## src/rtl/kp_pkg.sv

```systemverilog
package kp_pkg;
    localparam int unsigned NCOL = 3;
    localparam int unsigned NROW = 4;
    localparam int unsigned NKEY = NCOL * NROW;

    typedef logic [3:0] key_code_t;

    typedef enum logic [1:0] {
        ST_IDLE,
        ST_CONFIRM,
        ST_HELD,
        ST_RELEASE
    } kp_state_e;

    // legend of the key at index col*NROW + row
    function automatic key_code_t key_legend(input int unsigned idx);
        int unsigned c;
        int unsigned r;
        c = idx / NROW;
        r = idx % NROW;
        if (r < 3) begin
            key_legend = 4'(r * 3 + c + 1);
        end else if (c == 0) begin
            key_legend = 4'hC;
        end else if (c == 1) begin
            key_legend = 4'h0;
        end else begin
            key_legend = 4'hE;
        end
    endfunction
endpackage

```

## src/rtl/kp_col_seq.sv

```systemverilog
module kp_col_seq
    import kp_pkg::*;
#(
    parameter int unsigned DWELL       = 1000,
    parameter bit          STATIC_MODE = 1'b0,
    parameter int unsigned STATIC_COL  = 0
) (
    input  logic                      clk,
    input  logic                      rst,
    output logic [NCOL-1:0]           col_drive,
    output logic [$clog2(NCOL)-1:0]   col_sel,
    output logic                      sample
);
    localparam int unsigned DW_W  = (DWELL > 2) ? $clog2(DWELL) : 1;
    localparam int unsigned SEL_W = $clog2(NCOL);

    logic [DW_W-1:0] dwell_cnt;

    always_ff @(posedge clk) begin
        if (rst) begin
            dwell_cnt <= '0;
        end else if (dwell_cnt == DW_W'(DWELL - 1)) begin
            dwell_cnt <= '0;
        end else begin
            dwell_cnt <= dwell_cnt + 1'b1;
        end
    end

    assign sample = (dwell_cnt == DW_W'(DWELL - 1));

    generate
        if (STATIC_MODE) begin : g_static
            assign col_sel   = SEL_W'(STATIC_COL);
            assign col_drive = NCOL'(1) << STATIC_COL;
        end else begin : g_scan
            logic [SEL_W-1:0] col_q;
            always_ff @(posedge clk) begin
                if (rst) begin
                    col_q <= '0;
                end else if (sample) begin
                    col_q <= (col_q == SEL_W'(NCOL - 1)) ? '0 : col_q + 1'b1;
                end
            end
            assign col_sel   = col_q;
            assign col_drive = NCOL'(1) << col_q;
        end
    endgenerate
endmodule

```

## src/rtl/kp_row_sync.sv

```systemverilog
module kp_row_sync #(
    parameter int unsigned W = 4
) (
    input  logic         clk,
    input  logic         rst,
    input  logic [W-1:0] d,
    output logic [W-1:0] q
);
    logic [W-1:0] meta;

    always_ff @(posedge clk) begin
        if (rst) begin
            meta <= '0;
            q    <= '0;
        end else begin
            meta <= d;
            q    <= meta;
        end
    end
endmodule

```

## src/rtl/kp_snap.sv

```systemverilog
module kp_snap
    import kp_pkg::*;
#(
    parameter bit STATIC_MODE = 1'b0
) (
    input  logic                    clk,
    input  logic                    rst,
    input  logic                    sample,
    input  logic [$clog2(NCOL)-1:0] col_sel,
    input  logic [NROW-1:0]         rows,
    output logic                    scan_done,
    output logic [NKEY-1:0]         scan_vec
);
    localparam int unsigned SEL_W = $clog2(NCOL);

    logic [NKEY-1:0] partial;

    assign scan_done = sample && (STATIC_MODE || col_sel == SEL_W'(NCOL - 1));

    always_comb begin
        scan_vec = partial;
        for (int c = 0; c < NCOL; c++) begin
            if (col_sel == SEL_W'(c)) begin
                scan_vec[c*NROW +: NROW] = rows;
            end
        end
    end

    always_ff @(posedge clk) begin
        if (rst) begin
            partial <= '0;
        end else if (scan_done) begin
            partial <= '0;
        end else if (sample) begin
            partial <= scan_vec;
        end
    end
endmodule

```

## src/rtl/kp_debounce_fsm.sv

```systemverilog
module kp_debounce_fsm
    import kp_pkg::*;
#(
    parameter int unsigned DEBOUNCE = 3
) (
    input  logic            clk,
    input  logic            rst,
    input  logic            scan_done,
    input  logic [NKEY-1:0] scan_vec,
    output logic            key_valid,
    output logic            key_down,
    output key_code_t       key_code
);
    localparam int unsigned CNT_W = $clog2(DEBOUNCE + 1);
    localparam int unsigned IDX_W = $clog2(NKEY);

    kp_state_e        state, state_n;
    logic [CNT_W-1:0] cnt, cnt_n;
    logic [IDX_W-1:0] cand, cand_n;
    logic [IDX_W-1:0] first_idx;
    logic             any_key;
    logic             accept, release_ev;

    // lowest index in scan order wins
    always_comb begin
        first_idx = '0;
        for (int i = NKEY - 1; i >= 0; i--) begin
            if (scan_vec[i]) first_idx = IDX_W'(i);
        end
    end

    assign any_key = |scan_vec;

    always_comb begin
        state_n    = state;
        cnt_n      = cnt;
        cand_n     = cand;
        accept     = 1'b0;
        release_ev = 1'b0;
        if (scan_done) begin
            unique case (state)
                ST_IDLE: begin
                    if (any_key) begin
                        cand_n = first_idx;
                        if (DEBOUNCE <= 1) begin
                            accept  = 1'b1;
                            state_n = ST_HELD;
                            cnt_n   = '0;
                        end else begin
                            state_n = ST_CONFIRM;
                            cnt_n   = CNT_W'(1);
                        end
                    end
                end
                ST_CONFIRM: begin
                    if (scan_vec[cand]) begin
                        if (cnt == CNT_W'(DEBOUNCE - 1)) begin
                            accept  = 1'b1;
                            state_n = ST_HELD;
                            cnt_n   = '0;
                        end else begin
                            cnt_n = cnt + 1'b1;
                        end
                    end else begin
                        state_n = ST_IDLE;
                        cnt_n   = '0;
                    end
                end
                ST_HELD: begin
                    if (!any_key) begin
                        if (DEBOUNCE <= 1) begin
                            release_ev = 1'b1;
                            state_n    = ST_IDLE;
                            cnt_n      = '0;
                        end else begin
                            state_n = ST_RELEASE;
                            cnt_n   = CNT_W'(1);
                        end
                    end
                end
                ST_RELEASE: begin
                    if (!any_key) begin
                        if (cnt == CNT_W'(DEBOUNCE - 1)) begin
                            release_ev = 1'b1;
                            state_n    = ST_IDLE;
                            cnt_n      = '0;
                        end else begin
                            cnt_n = cnt + 1'b1;
                        end
                    end else begin
                        state_n = ST_HELD;
                        cnt_n   = '0;
                    end
                end
            endcase
        end
    end

    // state register
    always_ff @(posedge clk) begin
        if (rst) begin
            state <= ST_IDLE;
            cnt   <= '0;
            cand  <= '0;
        end else begin
            state <= state_n;
            cnt   <= cnt_n;
            cand  <= cand_n;
        end
    end

    // outputs
    always_ff @(posedge clk) begin
        if (rst) begin
            key_valid <= 1'b0;
            key_down  <= 1'b0;
            key_code  <= '0;
        end else begin
            key_valid <= accept;
            if (accept) begin
                key_code <= key_legend(int'(cand_n));
                key_down <= 1'b1;
            end else if (release_ev) begin
                key_down <= 1'b0;
            end
        end
    end
endmodule

```

## src/rtl/keypad_scan.sv

```systemverilog
module keypad_scan
    import kp_pkg::*;
#(
    parameter int unsigned DWELL       = 1000,
    parameter int unsigned DEBOUNCE    = 3,
    parameter bit          STATIC_MODE = 1'b0,
    parameter int unsigned STATIC_COL  = 0
) (
    input  logic       clk,
    input  logic       rst,
    output logic [2:0] col_drive,
    input  logic [3:0] row_sense,
    output logic [3:0] key_code,
    output logic       key_valid,
    output logic       key_down
);
    logic [$clog2(NCOL)-1:0] col_sel;
    logic                    sample;
    logic [NROW-1:0]         rows_s;
    logic                    scan_done;
    logic [NKEY-1:0]         scan_vec;

    kp_col_seq #(
        .DWELL(DWELL), .STATIC_MODE(STATIC_MODE), .STATIC_COL(STATIC_COL)
    ) u_col (
        .clk(clk), .rst(rst), .col_drive(col_drive), .col_sel(col_sel), .sample(sample)
    );

    kp_row_sync #(.W(NROW)) u_sync (
        .clk(clk), .rst(rst), .d(row_sense), .q(rows_s)
    );

    kp_snap #(.STATIC_MODE(STATIC_MODE)) u_snap (
        .clk(clk), .rst(rst), .sample(sample), .col_sel(col_sel),
        .rows(rows_s), .scan_done(scan_done), .scan_vec(scan_vec)
    );

    kp_debounce_fsm #(.DEBOUNCE(DEBOUNCE)) u_fsm (
        .clk(clk), .rst(rst), .scan_done(scan_done), .scan_vec(scan_vec),
        .key_valid(key_valid), .key_down(key_down), .key_code(key_code)
    );
endmodule

```

## config.mk

```make
export PLATFORM = sky130hd
export DESIGN_NAME = keypad_scan
export DESIGN_NICKNAME = d
export VERILOG_FILES = /design/src/rtl/kp_pkg.sv /design/src/rtl/kp_col_seq.sv /design/src/rtl/kp_row_sync.sv /design/src/rtl/kp_snap.sv /design/src/rtl/kp_debounce_fsm.sv /design/src/rtl/keypad_scan.sv
export SDC_FILE = /design/constraint.sdc
export NUM_CORES = 1
export LEC_CHECK = 0
export BUFFER_PORTS_ARGS = -buffer_cell sky130_fd_sc_hd__clkbuf_2
export CAP_MARGIN = 20
export CORE_MARGIN = 4
export CORE_UTILIZATION = 40
export DETAILED_ROUTE_END_ITERATION = 10
export GPL_ROUTABILITY_DRIVEN = 0
export GPL_TIMING_DRIVEN = 0
export HOLD_SLACK_MARGIN = 0.15
export PLACE_DENSITY = 0.56
export RECOVER_POWER = 25
export SLEW_MARGIN = 5
export SYNTH_ARGS = -nofsm -noshare
export SYNTH_HDL_FRONTEND = slang
export SYNTH_SLANG_ARGS = --single-unit
```

## constraint.sdc

```tcl
create_clock -name clk -period 4.1 [get_ports clk]
set_input_delay 1.025 -clock clk [delete_from_list [all_inputs] [get_ports clk]]
set_output_delay 1.025 -clock clk [all_outputs]
set_load 0.01 [all_outputs]
```

==> results.cfg, run 1 <==
[outcome]
outcome = finished clean

[finish]
area_delta_synth_final_pct = 10.9
final_cell_mix = dfxtp_1 (46), nor2_1 (42), a21oi_1 (25), clkbuf_1 (18), inv_1 (17)
antennaDiodeCount = 0
final_common_cell = dfxtp_1
drive_gt1_frac = 0.0823
fin_nets = 340

[logic_synthesis]
synth_edf_count = 0
synth_top_area_cell = dfxtp_1
synthTopCellsByArea = dfxtp_1 (37%), nor2_1 (6.3%), a21oi_1 (5.0%), mux2i_1 (4.0%), nor2b_1 (3.0%)
synth_area_per_cell_um2 = 8.23
synth.distinct_cells = 55
synthesis.area_um2 = 2510
yosys_warnings = 0
syn_inst = 305
async_flop_share = 0
yosysSeqAreaShare = 0.367
mappedNetlistNets = 318
ys.flop_type = dfxtp_1
ys_ff_latch = 46
yosys.area.top_type_share = 0.367

[worst_setup_path]
path_max_fanout = 10
worstPathArrival_ps = 3940
critical_path_class = reg -> reg
worst_path_max_delay_cell = fa_1
worstPathRequired_ps = 4280
crit_buf_inv = 2
startpoint_type = register
end_kind = register
max_stage_delay_ps = 470
critPathTopFamily = simple AND/OR/NAND/NOR gates
cp_cell_sequence = clkbuf_1 > nor4b_1 > nand4_1 > nor2_1 > nor2_1 > a31oi_1 > fa_1 > inv_1 > ha_1 > a21o_1 > a211oi_1 > a21oi_1 > mux2i_1 > nor2_1
cpMostUsedCell = nor2_1

[detailed_routing]
dr_total_vias = 2244
dr.first_iter.drc_count = 98
antenna_left = 0
vias_per_cell = 5.57
route.detailed.drc = 0
dr.pass1.iters = 4
wl_per_cell_um = 15.0
wl_mm = 6.03

[placed_design]
port_buffers = 13
post-dp-hpwl_mm = 4.43
post-place-ws_ps = 153

[power]
leakage_nw = 1.06
powerDensity_nw_per_um2 = 309
ir_worst_vdd_mv = 0.160

[timing]
finalCriticalPeriod_ps = 3750
fin_hold_ws_ps = 438
rsz0062_at_grt = no
tightest_slew_ps = 569
clock.fmax_ghz = 0.266
timing.clock.skew_ps = 5.22
slew_headroom = 0.615
final-max-slew-violation-count = 0
fin_ws_ps = 346
hold_viol = 0
finalCritPeriodShare = 0.916
setup_violations = 0
tns_ps = 0

[floorplanning]
rows = 28
design.core.area_um2 = 5990
fp.dieW_um = 87.2
die_y_um = 87.2
die-area_um2 = 7610
initial_core_util = 0.419
io_pins = 15

[global_routing]
gr-usage-all-layers = 0.170
antenna_found_initial = 0
grt_pass1_wl_mm = 10.2
grt_overflow = 0
grt_pass1_vias = 2095
grt_max_degree = 16

[clocking]
cts_sinks = 46
cts_tree = yes
cts_max_level = 2
clock_path_buffers = 2
clk_latency_ps = 300
cts_buffers = 5
ctsHoldBuffers = 0
clk_pin_slew_ps = 100
cts.root.buffer_cell = clkbuf_8

[hold_path]
hp-class = reg -> reg

[job]
maxCapViolations = 0
metrics by stage:
step,area [um2],cells,util,power [mW]
finish,2780,403,0.464,0.860
global route,2780,403,0.464,0.901
CTS,2770,401,0.462,0.866
detailed placement,2670,393,0.445,0.553
global placement,2670,393,0.445,0.552
floorplan,2510,305,-,0.531
Yosys cell counts, types with 5 or more instances:
cell type / instances
a21oi_1: 25
and3_1: 5
clkbuf_1: 13
dfxtp_1: 46
ha_1: 5
inv_1: 17
mux2i_1: 10
nand2_1: 12
nand2b_1: 8
nand3_1: 14
nor2_1: 42
nor2b_1: 12
nor3_1: 11
o21ai_0: 11
or4_1: 6
cell families (layout without fill, tap and decap cells):
family,after synthesis,count (layout),share of synthesized area
mux,13,13,0.0668
flops,46,46,0.367
compound gates,65,65,0.167
buf+inv,33,56,0.0499
fa+ha+maj,7,7,0.0409
simple gates,133,133,0.281
xor+xnor,8,8,0.0279
worst register-to-register path, delay by kind of cell (launching register included):
kind / cells / cell delay (ps)
compound gates: 4 / 750
fa+ha+maj: 2 / 700
buf+inv: 2 / 540
flops: 1 / 460
mux: 1 / 130
simple gates: 5 / 1040
power by group:
group          internal [mW]  leakage (nW)  switching [mW]  total [mW]
Combinational         0.0376         0.642          0.0449      0.0825
Clock                  0.139        0.0478           0.171       0.310
Sequential             0.456         0.373          0.0113       0.468
timing repair:
action | in CTS | in global routing
endpoints found under the setup margin | 0 | 2
resized for setup | 0 | 3
setup buffers | 0 | 2
hold endpoints to repair | 0 | 0
routing by layer:
layer  GRT usage  vias to the layer above  part of all wire
met4      0.0544                        0             0.016
met2       0.277                       50              0.47
met3      0.0312                        9             0.047
li1            -                     1132                 -
met1       0.227                     1053              0.47
met5           0                        -                 0
flip-flops by register name, indices dropped and copies added, names as in the netlist, 2 cells and up:
signal           flops
u_fsm.state          2
u_fsm.cnt            2
u_fsm.cand           4
u_fsm.key_code       4
u_col.dwell_cnt     10
u_snap.partial      12
u_col.col_sel        2
u_sync.meta          4
u_sync.q             4
worst paths after layout:
path         depth (start not counted)             start                end  slack, ps
max reg2reg                         14  u_col.col_sel[1]  u_fsm.key_code[3]        350
min                                  1    u_sync.meta[0]        u_sync.q[0]        440
max                                 14  u_col.col_sel[1]  u_fsm.key_code[3]        350
min reg2reg                          1    u_sync.meta[0]        u_sync.q[0]        440
area by class of cell:
class / count / area, um2
repair buffers: 15 / 72.6
multi-input cells: 226 / 1470
clock inverters: 2 / 16.3
fillers: 613 / 3210
clock buffers: 6 / 82.6
inverters: 19 / 71.3
well taps: 75 / 93.8
plain buffers: 14 / 55.1
flip-flops and latches: 46 / 921
No activity file was read; power rests on OpenSTA's default activity.
==> inputs of run 2 (changes only) <==
--- a/config.mk
+++ b/config.mk
@@ -8,12 +8,12 @@
 export BUFFER_PORTS_ARGS = -buffer_cell sky130_fd_sc_hd__clkbuf_2
 export CAP_MARGIN = 20
 export CORE_MARGIN = 4
-export CORE_UTILIZATION = 40
+export CORE_UTILIZATION = 60
 export DETAILED_ROUTE_END_ITERATION = 10
 export GPL_ROUTABILITY_DRIVEN = 0
 export GPL_TIMING_DRIVEN = 0
 export HOLD_SLACK_MARGIN = 0.15
-export PLACE_DENSITY = 0.56
+export PLACE_DENSITY = 0.79
 export RECOVER_POWER = 25
 export SLEW_MARGIN = 5
 export SYNTH_ARGS = -nofsm -noshare
==> results.cfg, run 2 (synthesized netlist as in run 1, its figures left out) <==
[worst_setup_path]
worstPathArrival_ps = 3940
r2r_cells = 16
worst_path_max_delay_cell = dfxtp_1
critical_path_class = reg -> reg
path_max_fanout = 10
startpoint_type = register
rr_startpoint = u_col.col_sel[0]
r2r_end = u_fsm.key_code[3]
worstPathRequired_ps = 4260
end_kind = register
r2r_slack_ps = 320
max_stage_delay_ps = 470
cp_cell_sequence = nand2b_1 > inv_1 > clkbuf_1 > mux2i_1 > nor3_1 > o21ai_0 > a22o_1 > a21oi_1 > fa_1 > inv_1 > ha_1 > a21o_1 > a211oi_1 > a21oi_1 > mux2i_1 > nor2_1

[detailed_routing]
dr.pass1.iters = 6
wl_mm = 5.42
antenna_left = 0
vias_per_cell = 6.15
dr.first_iter.drc_count = 225
wl_per_cell_um = 14.4
dr_total_vias = 2320
route.detailed.drc = 0

[finish]
largest_reg_flops = 12
postLayoutCoreUtil = 0.679
regMostFlops = u_snap.partial
area_delta_synth_final_pct = 9.02
fin_nets = 339
reg.largest.list = u_snap.partial x12, u_col.dwell_cnt x10
final_cell_mix = dfxtp_1 (46), nor2_1 (42), a21oi_1 (25), inv_1 (17), clkbuf_1 (16)
final_common_cell = dfxtp_1
regArea_um2 = 921
drive_gt1_frac = 0.0826
fillCellCount = 347
antennaDiodeCount = 0
multiInputGateArea_um2 = 1460

[timing]
slew_headroom = 0.578
rsz0062_at_grt = no
hold_viol = 0
tightest_slew_ps = 633
clock.fmax_ghz = 0.264
setup_violations = 0
timing.clock.skew_ps = 6.75
final-max-slew-violation-count = 0
finalCritPeriodShare = 0.923
finalCriticalPeriod_ps = 3780
tns_ps = 0

[job]
maxCapViolations = 0

[floorplanning]
design.core.area_um2 = 4030
fp.dieW_um = 72.7
die-area_um2 = 5280
initial_core_util = 0.623
rows = 23
die_y_um = 72.7
io_pins = 15

[clocking]
clock_path_buffers = 2
cts_tree = yes
cts_sinks = 46
cts_buffers = 5
clk_latency_ps = 300
cts.root.buffer_cell = clkbuf_8
cts_max_level = 2
clk_pin_slew_ps = 80

[hold_path]
hp-class = reg -> reg
whs_path_depth = 1
min_to = u_sync.q[0]
hold_start = u_sync.meta[0]

[placed_design]
post-dp-hpwl_mm = 4.03
port_buffers = 13

[power]
ir_worst_vdd_mv = 0.273
total_power_mw = 0.830
powerDensity_nw_per_um2 = 303
leakage_nw = 1.06

[global_routing]
grt_pass1_vias = 2108
grt_max_degree = 15
gr-usage-all-layers = 0.223
grt_overflow = 0
antenna_found_initial = 0
grt_pass1_wl_mm = 9.35

[outcome]
outcome = finished clean
run 2: metrics by stage:
step,hold slack (ps),area [um2],instances,setup slack [ps]
CTS,451,2730,376,190
finish,448,2740,377,318
detailed placement,427,2640,368,200
floorplan,414,2510,305,642
global route,465,2740,377,24.4
global placement,418,2640,368,248
run 2: timing repair:
| item | 4_1_cts | 5_1_grt |
|---|---|---|
| gates resized for setup | 0 | 2 |
| hold buffers | 0 | 0 |
| endpoints found under the setup margin | 0 | 2 |
| setup buffers | 0 | 1 |
run 2: area by class of cell:
type / instances / share of cell area
multi-input cells: 226 / 0.535
flip-flops and latches: 46 / 0.337
clock buffers: 6 / 0.0302
inverters: 19 / 0.0261
repair buffers: 14 / 0.0247
well taps: 50 / 0.0229
plain buffers: 14 / 0.0201
clock inverters: 2 / 0.00457
run 2: worst max path at each step:
stage / start / end
5_1_grt: u_col.col_sel[0] / u_fsm.key_code[3]
6_report: u_col.col_sel[0] / u_fsm.key_code[3]
2_1_floorplan: u_sync.q[1] / u_fsm.key_code[3]
4_1_cts: u_sync.q[1] / u_fsm.key_code[3]
3_3_place_gp: u_sync.q[1] / u_fsm.key_code[3]
3_5_place_dp: u_snap.partial[4] / u_fsm.key_code[3]
run 2: power breakdown:
part / switching, mW / total [mW] / internal [mW]
clock network: 0.148 / 0.284 / 0.135
logic: 0.0440 / 0.0788 / 0.0348
registers: 0.0112 / 0.467 / 0.456
run 2: worst max-delay path: cells and delay by family, from the launching register on:
kind / cells / cell delay (ps)
AND/OR/NAND/NOR: 3 / 470
adder cells (fa/ha/maj): 2 / 680
flip-flops: 1 / 470
multiplexers: 2 / 300
buffers and inverters: 3 / 630
AO/OA/AOI/OAI: 6 / 1100
run 2: metal layers:
layer	vias to the layer above	global-route usage	routed length, um
li1	1133	-	-
met1	1071	0.284	2350
met2	101	0.376	2560
met3	15	0.0427	405
met4	0	0.0799	112
met5	-	0	0
